## config.mk

```make
export PLATFORM = sky130hd
export DESIGN_NAME = i2cq_front
export DESIGN_NICKNAME = d
export VERILOG_FILES = /design/src/rtl/i2cq_pkg.sv /design/src/rtl/i2cq_fifo.sv /design/src/rtl/i2cq_thresh.sv /design/src/rtl/i2cq_front.sv
export SDC_FILE = /design/constraint.sdc
export NUM_CORES = 1
export LEC_CHECK = 0
export BUFFER_PORTS_ARGS = -buffer_cell sky130_fd_sc_hd__buf_2
export CAP_MARGIN = 20
export CORE_MARGIN = 3
export CORE_UTILIZATION = 63
export CTS_CLUSTER_SIZE = 16
export DETAILED_ROUTE_END_ITERATION = 10
export GPL_TIMING_DRIVEN = 0
export PLACE_DENSITY = 0.91
export SLEW_MARGIN = 0
export SYNTH_ARGS = -nofsm -noshare
export SYNTH_HDL_FRONTEND = slang
export SYNTH_SLANG_ARGS = --single-unit
export TNS_END_PERCENT = 10
```

## constraint.sdc

```tcl
create_clock -name clk -period 5.9 [get_ports clk]
set_input_delay 0.295 -clock clk [delete_from_list [all_inputs] [get_ports clk]]
set_output_delay 0.295 -clock clk [all_outputs]
set_load 0.02 [all_outputs]
```

## src/rtl/i2cq_pkg.sv

```systemverilog
package i2cq_pkg;

  localparam int CMD_W    = 11;
  localparam int BYTE_W   = 8;
  localparam int RD_BIT   = 8;
  localparam int STOP_BIT = 9;

  // Decoded command as held in the command queue.
  typedef struct packed {
    logic              is_read;
    logic              stop;
    logic [BYTE_W-1:0] data;
  } eng_cmd_t;

  localparam int ENTRY_W = $bits(eng_cmd_t);

  // Read requests carry no payload; the byte field is forced to zero.
  function automatic eng_cmd_t decode_cmd(input logic [STOP_BIT:0] w);
    eng_cmd_t c;
    c.is_read = w[RD_BIT];
    c.stop    = w[STOP_BIT];
    c.data    = w[RD_BIT] ? '0 : w[BYTE_W-1:0];
    return c;
  endfunction

endpackage

```

## src/rtl/i2cq_fifo.sv

```systemverilog
module i2cq_fifo #(
  parameter int WIDTH = 8,
  parameter int DEPTH = 8,
  localparam int AW = (DEPTH > 1) ? $clog2(DEPTH) : 1,
  localparam int LW = $clog2(DEPTH + 1)
) (
  input  logic             clk,
  input  logic             rst,
  input  logic             flush,
  input  logic             push,
  input  logic [WIDTH-1:0] wdata,
  input  logic             pop,
  output logic [WIDTH-1:0] head,
  output logic [LW-1:0]    count,
  output logic [LW-1:0]    count_nxt
);

  localparam logic [LW-1:0] FULL_CNT = LW'(DEPTH);
  localparam logic [AW-1:0] LAST_PTR = AW'(DEPTH - 1);

  logic [WIDTH-1:0] mem [DEPTH];
  logic [AW-1:0]    wr_ptr;
  logic [AW-1:0]    rd_ptr;
  logic             do_push;
  logic             do_pop;

  function automatic logic [AW-1:0] bump(input logic [AW-1:0] p);
    return (p == LAST_PTR) ? '0 : p + AW'(1);
  endfunction

  assign do_push = push && !flush && (count != FULL_CNT);
  assign do_pop  = pop  && !flush && (count != '0);

  // Storage without reset so it maps onto RAM resources.
  always_ff @(posedge clk) begin
    if (do_push) mem[wr_ptr] <= wdata;
  end

  assign head = mem[rd_ptr];

  always_ff @(posedge clk) begin
    if (rst || flush) begin
      wr_ptr <= '0;
      rd_ptr <= '0;
    end else begin
      if (do_push) wr_ptr <= bump(wr_ptr);
      if (do_pop)  rd_ptr <= bump(rd_ptr);
    end
  end

  always_comb begin
    if (flush) begin
      count_nxt = '0;
    end else begin
      unique case ({do_push, do_pop})
        2'b10:   count_nxt = count + LW'(1);
        2'b01:   count_nxt = count - LW'(1);
        default: count_nxt = count;
      endcase
    end
  end

  always_ff @(posedge clk) begin
    if (rst) count <= '0;
    else     count <= count_nxt;
  end

endmodule

```

## src/rtl/i2cq_thresh.sv

```systemverilog
module i2cq_thresh #(
  parameter int LW    = 4,
  parameter bit ABOVE = 1'b0
) (
  input  logic          clk,
  input  logic          rst,
  input  logic [LW-1:0] level_nxt,
  input  logic [LW-1:0] thresh,
  output logic          flag
);

  logic hit;

  generate
    if (ABOVE) begin : g_above
      assign hit = level_nxt > thresh;
    end else begin : g_at_or_below
      assign hit = level_nxt <= thresh;
    end
  endgenerate

  // Registered so the flag moves in the same cycle as the level register.
  always_ff @(posedge clk) begin
    if (rst) flag <= !ABOVE;
    else     flag <= hit;
  end

endmodule

```

## src/rtl/i2cq_front.sv

```systemverilog
module i2cq_front #(
  parameter int DEPTH = 8,
  localparam int LW    = $clog2(DEPTH + 1),
  localparam int CMD_W = i2cq_pkg::CMD_W,
  localparam int BW    = i2cq_pkg::BYTE_W
) (
  input  logic             clk,
  input  logic             rst,
  input  logic             cmd_wr_en,
  input  logic [CMD_W-1:0] cmd_wr_word,
  input  logic [LW-1:0]    tx_thresh,
  input  logic [LW-1:0]    rx_thresh,
  input  logic             rx_rd_en,
  output logic [CMD_W-1:0] rx_rd_data,
  output logic             eng_cmd_valid,
  input  logic             eng_cmd_ready,
  output logic             eng_cmd_is_read,
  output logic             eng_cmd_stop,
  output logic [BW-1:0]    eng_cmd_data,
  input  logic             eng_rx_valid,
  input  logic [BW-1:0]    eng_rx_data,
  input  logic             eng_abort,
  output logic [LW-1:0]    tx_level,
  output logic [LW-1:0]    rx_level,
  output logic             tx_need_data,
  output logic             rx_has_data,
  output logic             tx_over,
  output logic             rx_over,
  output logic             rx_under
);

  import i2cq_pkg::*;

  localparam logic [LW-1:0] FULL_CNT = LW'(DEPTH);

  eng_cmd_t        wr_entry;
  eng_cmd_t        tx_head;
  logic [LW-1:0]   tx_level_nxt;
  logic [LW-1:0]   rx_level_nxt;
  logic [BW-1:0]   rx_head;
  logic            tx_full;
  logic            rx_full;
  logic            rx_empty;
  logic            rx_pop_ok;
  logic            cmd_bit10_unused;

  assign cmd_bit10_unused = cmd_wr_word[CMD_W-1];
  assign wr_entry         = decode_cmd(cmd_wr_word[STOP_BIT:0]);

  assign tx_full  = (tx_level == FULL_CNT);
  assign rx_full  = (rx_level == FULL_CNT);
  assign rx_empty = (rx_level == '0);

  i2cq_fifo #(.WIDTH(ENTRY_W), .DEPTH(DEPTH)) u_cmd_q (
    .clk       (clk),
    .rst       (rst),
    .flush     (eng_abort),
    .push      (cmd_wr_en),
    .wdata     (wr_entry),
    .pop       (eng_cmd_ready),
    .head      (tx_head),
    .count     (tx_level),
    .count_nxt (tx_level_nxt)
  );

  i2cq_fifo #(.WIDTH(BW), .DEPTH(DEPTH)) u_rx_q (
    .clk       (clk),
    .rst       (rst),
    .flush     (eng_abort),
    .push      (eng_rx_valid),
    .wdata     (eng_rx_data),
    .pop       (rx_rd_en),
    .head      (rx_head),
    .count     (rx_level),
    .count_nxt (rx_level_nxt)
  );

  i2cq_thresh #(.LW(LW), .ABOVE(1'b0)) u_tx_thr (
    .clk       (clk),
    .rst       (rst),
    .level_nxt (tx_level_nxt),
    .thresh    (tx_thresh),
    .flag      (tx_need_data)
  );

  i2cq_thresh #(.LW(LW), .ABOVE(1'b1)) u_rx_thr (
    .clk       (clk),
    .rst       (rst),
    .level_nxt (rx_level_nxt),
    .thresh    (rx_thresh),
    .flag      (rx_has_data)
  );

  // Bus engine view of the queue head.
  assign eng_cmd_valid   = (tx_level != '0);
  assign eng_cmd_is_read = tx_head.is_read;
  assign eng_cmd_stop    = tx_head.stop;
  assign eng_cmd_data    = tx_head.data;

  // Registered software read port.
  assign rx_pop_ok = rx_rd_en && !rx_empty && !eng_abort;

  always_ff @(posedge clk) begin
    if (rst)            rx_rd_data <= '0;
    else if (rx_pop_ok) rx_rd_data <= {{(CMD_W-BW){1'b0}}, rx_head};
  end

  // Error pulses, one cycle after the offending request.
  always_ff @(posedge clk) begin
    if (rst) begin
      tx_over  <= 1'b0;
      rx_over  <= 1'b0;
      rx_under <= 1'b0;
    end else begin
      tx_over  <= cmd_wr_en    && tx_full  && !eng_abort;
      rx_over  <= eng_rx_valid && rx_full  && !eng_abort;
      rx_under <= rx_rd_en     && rx_empty && !eng_abort;
    end
  end

endmodule

```

==> impl_metrics.csv <==
group,metric,value,unit
status,status,"finished, final reports clean",
synth,yosys_warnings,0,
synth,synth_top_family_by_area,"multiplexers",
synth,async_flop_share,0,%
floorplanning,initial_utilization,64.9,%
cells_and_area,seq_area,5040,µm²
power,clkPwrFrac,41.5,%
routing,via_per_inst,6.04,
global_route,grt_pass1_vias,4450,
global_route,grt_pass1_wl,23700,µm
cts,numCtsBuffers,17,
routing,vias,4265,
cells_and_area,finish.utilization,75.3,%
timing,setup-violations-final,0,
setup_path,cp_max_fo,10,
setup_path,ff2ff_setup_slack,1.64,ns
routing,drt-total-wl,15100,µm
setup_path,cp_top_family,"buffers and inverters",
floorplanning,die_h,115,µm
timing,rsz0062_at_grt,"false",
cells_and_area,drive_gt1_share,30.6,%
cells_and_area,mostFrequentLayoutCell,"edfxtp_1",
cts,htree_levels,4,
hold_path,min-delay-start,"cmd_wr_en",
cts,cts_hold_buf,0,
synth,yosys.area_share.simple,7.47,%
power,intPower,2.00,mW
power,peakVddDrop,0.246,mV
routing,firstDrtPassIters,5,
power,p_sw_share,21.4,%
cts,clockBufferDepth,2,
synth,synth_compound_area_share,3.70,%
run,maxCapViolations,0,
cells_and_area,fillers,657,
synth,synthXorXnorAreaFrac,0.586,%
floorplanning,rows,39,
cts,cts_tree,"yes",
hold_path,whs_endpoint,"tx_over",
setup_path,slowest_delay,0.59,ns
synth,netlist.area_leader.share,57.9,%
cells_and_area,finalNonFillerCells,706,
setup_path,worst_path_max_delay_cell,"nor4_1",
timing,fin_crit,4.26,ns
synth,synth_cells,455,
synth,synth_area_leaders,"edfxtp_1, mux4_2, dfxtp_1, ha_1, mux2i_1",
setup_path,crit_required,6.22,ns
global_route,grt_max_degree,17,
timing,skew,0.00696,ns
cells_and_area,multi_input_area,2320,µm²
timing,hold_viol,0,
timing,tightest_slew,1.12,ns
timing,fin_ws,1.64,ns
cells_and_area,fin_area,8670,µm²
cts,clk_pin_slew,0.06,ns
hold_path,holdPathStages,3,
power,p_leak,3.04,nW
synth,synth.cell_area,7470,µm²
cts,postCtsResizedCells,0,
timing,fin_crit_sh,72.2,%
setup_path,reg2reg_depth,14,
setup_path,r2r_end,"u_rx_thr.flag",
cts,cts.sinks,180,
synth,ys_ff_latch,180,
floorplanning,core,11500,µm²
placement,io_buffer_count,63,
cells_and_area,fin_nets,606,
synth,ys_types,43,
synth,synth-main-ff-cell,"edfxtp_1",
floorplanning,die_w,115,µm
synth,synth_area_per_cell,16.4,µm²
synth,synth_edf_count,144,
routing,routedWlPerCell,21.3,µm
cells_and_area,antenna_cells,0,
routing,final_antenna_net_count,0,
power,p_seq_share,54.3,%
setup_path,worst-path-buf-inv,4,
cts,cts_setup_buffers,0,
setup_path,path_common_cell,"ha_1",
synth,yosysTopAreaCell,"edfxtp_1",
timing,setup_tns,0,ns
placement,dpl-instance-area,8100,µm²
synth,synthAdderAreaFrac,3.52,%
cells_and_area,final_cell_mix,"edfxtp_1, buf_2, mux4_2, dfxtp_1, nand2_1",
routing,drc,0,
synth,synth_mux_area_share,15.0,%
setup_path,cp_cell_sequence,"buf_6 -> nor4_1 -> or3_1 -> clkinv_1 -> clkbuf_1 -> ha_1 -> buf_1 -> nor2b_1 -> mux2_2 -> mux2_1 -> ha_1 -> a21oi_1 -> o22ai_1 -> o21a_1",
floorplanning,ios,69,
setup_path,r2r_start,"u_rx_q.count[1]",
global_route,grt_use_total,24.3,%
timing,finalMaxSlewViolations,0,
power,p_switching,0.547,mW
cts,cts_root_buf,"clkbuf_16",
setup_path,endpoint_kind,"flop",
power,pwr_density_cell,294,nW/µm²
global_route,overflow,0,
global_route,antenna_found_initial,0,
placement,dpl.hpwl,10100,µm
cells_and_area,layout-area-overhead-vs-synth,16.1,%
routing,first_iter_violations,359,
synth,yosysSeqAreaShare,67.5,%
floorplanning,dieArea,13200,µm²
placement,dp.cells,673,
power,pwr-share-comb,4.2,%
setup_path,worstSetupPathType,"flop to flop",
timing,fmax,235,MHz
placement,gp_congestion,0.809,
cts,clkLatencyLatePin,0.42,ns
placement,preCtsSetupSlack,1.73,ns
hold_path,hold_class,"input port to flop",
setup_path,crit_arrival,4.57,ns
timing,relSlewSlack,24.9,%
setup_path,cp-start-kind,"flop",
[logic make-up after synthesis]
logic type               count (synthesis)
AO/OA/AOI/OAI                           41
multiplexers                            65
flip-flops                             180
AND/OR/NAND/NOR                        105
other                                    1
adder cells (fa/ha/maj)                 21
XOR/XNOR                                 5
buffers and inverters                   37
[how the worst max path moves through the flow]
| stage | start | endpoint | slack [ns] | cells after the start |
|---|---|---|---|---|
| after floorplan | u_rx_q.count[1] | u_rx_thr.flag | 2.29 | 14 |
| after global placement | u_rx_q.count[1] | u_rx_thr.flag | 1.96 | 14 |
| after detailed placement | u_rx_q.count[1] | u_rx_thr.flag | 1.73 | 14 |
| after CTS | u_rx_q.count[1] | u_rx_thr.flag | 1.71 | 14 |
| after global routing | u_rx_q.count[1] | u_rx_thr.flag | 1.45 | 14 |
| final | u_rx_q.count[1] | u_rx_thr.flag | 1.64 | 14 |
[area by class of cell]
cell class	count	share of cell area [%]
buffer	25	1.33
clock buffer	17	4.91
clock inverter	14	1.50
inverter	12	0.519
multi-input combinational	240	26.8
sequential	180	58.2
tap	143	2.06
timing repair buffer	75	4.73
[cells in the mapped netlist, types with 11 or more instances]
| library cell | n |
|---|---|
| edfxtp_1 | 144 |
| dfxtp_1 | 36 |
| mux4_2 | 36 |
| nand2_1 | 23 |
| ha_1 | 21 |
| nor2_1 | 21 |
| a21oi_1 | 18 |
| clkbuf_1 | 15 |
| mux2i_1 | 15 |
| nor2b_1 | 14 |
| mux2_2 | 12 |
| nor3_1 | 11 |
[flip-flops by register name, summed over array words and instances (netlist names), named ones only]
signal          flops
u_rx_q.rd_ptr       3
tx_over             1
u_rx_q.wr_ptr       3
u_rx_q.count        4
u_cmd_q.mem        80
u_cmd_q.count       4
rx_rd_data          8
u_cmd_q.wr_ptr      3
u_rx_q.mem         64
rx_over             1
u_rx_thr.flag       1
u_cmd_q.rd_ptr      3
rx_under            1
u_tx_thr.flag       1
[per-stage QoR]
| stage | power [mW] | hold slack [ns] |
|---|---|---|
| floorplan | 1.48 | 0.394 |
| global placement | 1.51 | 0.490 |
| detailed placement | 1.52 | 0.491 |
| CTS | 2.55 | 0.117 |
| global route | 2.62 | 0.125 |
| finish | 2.55 | 0.134 |
[worst register-to-register path: stages (launching register included)]
cell and delay, ns:
dfxtp_1 0.32, buf_6 0.14, nor4_1 0.59, or3_1 0.33, clkinv_1 0.32, clkbuf_1 0.37, ha_1 0.37, buf_1 0.25
nor2b_1 0.09, mux2_2 0.31, mux2_1 0.34, ha_1 0.32, a21oi_1 0.16, o22ai_1 0.09, o21a_1 0.17
[power groups by stage]
stage | Clock [mW] | Combinational, mW | Sequential, mW
final | 1.06 | 0.108 | 1.39
after detailed placement | 0 | 0.107 | 1.41
after floorplan | 0 | 0.0610 | 1.41
after global routing | 1.11 | 0.119 | 1.39
after CTS | 1.06 | 0.108 | 1.39
after global placement | 0 | 0.0984 | 1.41
[routing by layer]
| metal | track usage (%) | vias up | part of all wire (%) |
|---|---|---|---|
| met5 | 0 | - | 0 |
| met4 | 9.70 | 0 | 2.5 |
| met3 | 5.89 | 33 | 5.4 |
| met2 | 42.9 | 156 | 56 |
| met1 | 28.7 | 2125 | 36 |
| li1 | - | 1951 | - |
No activity file was read; power rests on OpenSTA's default activity.
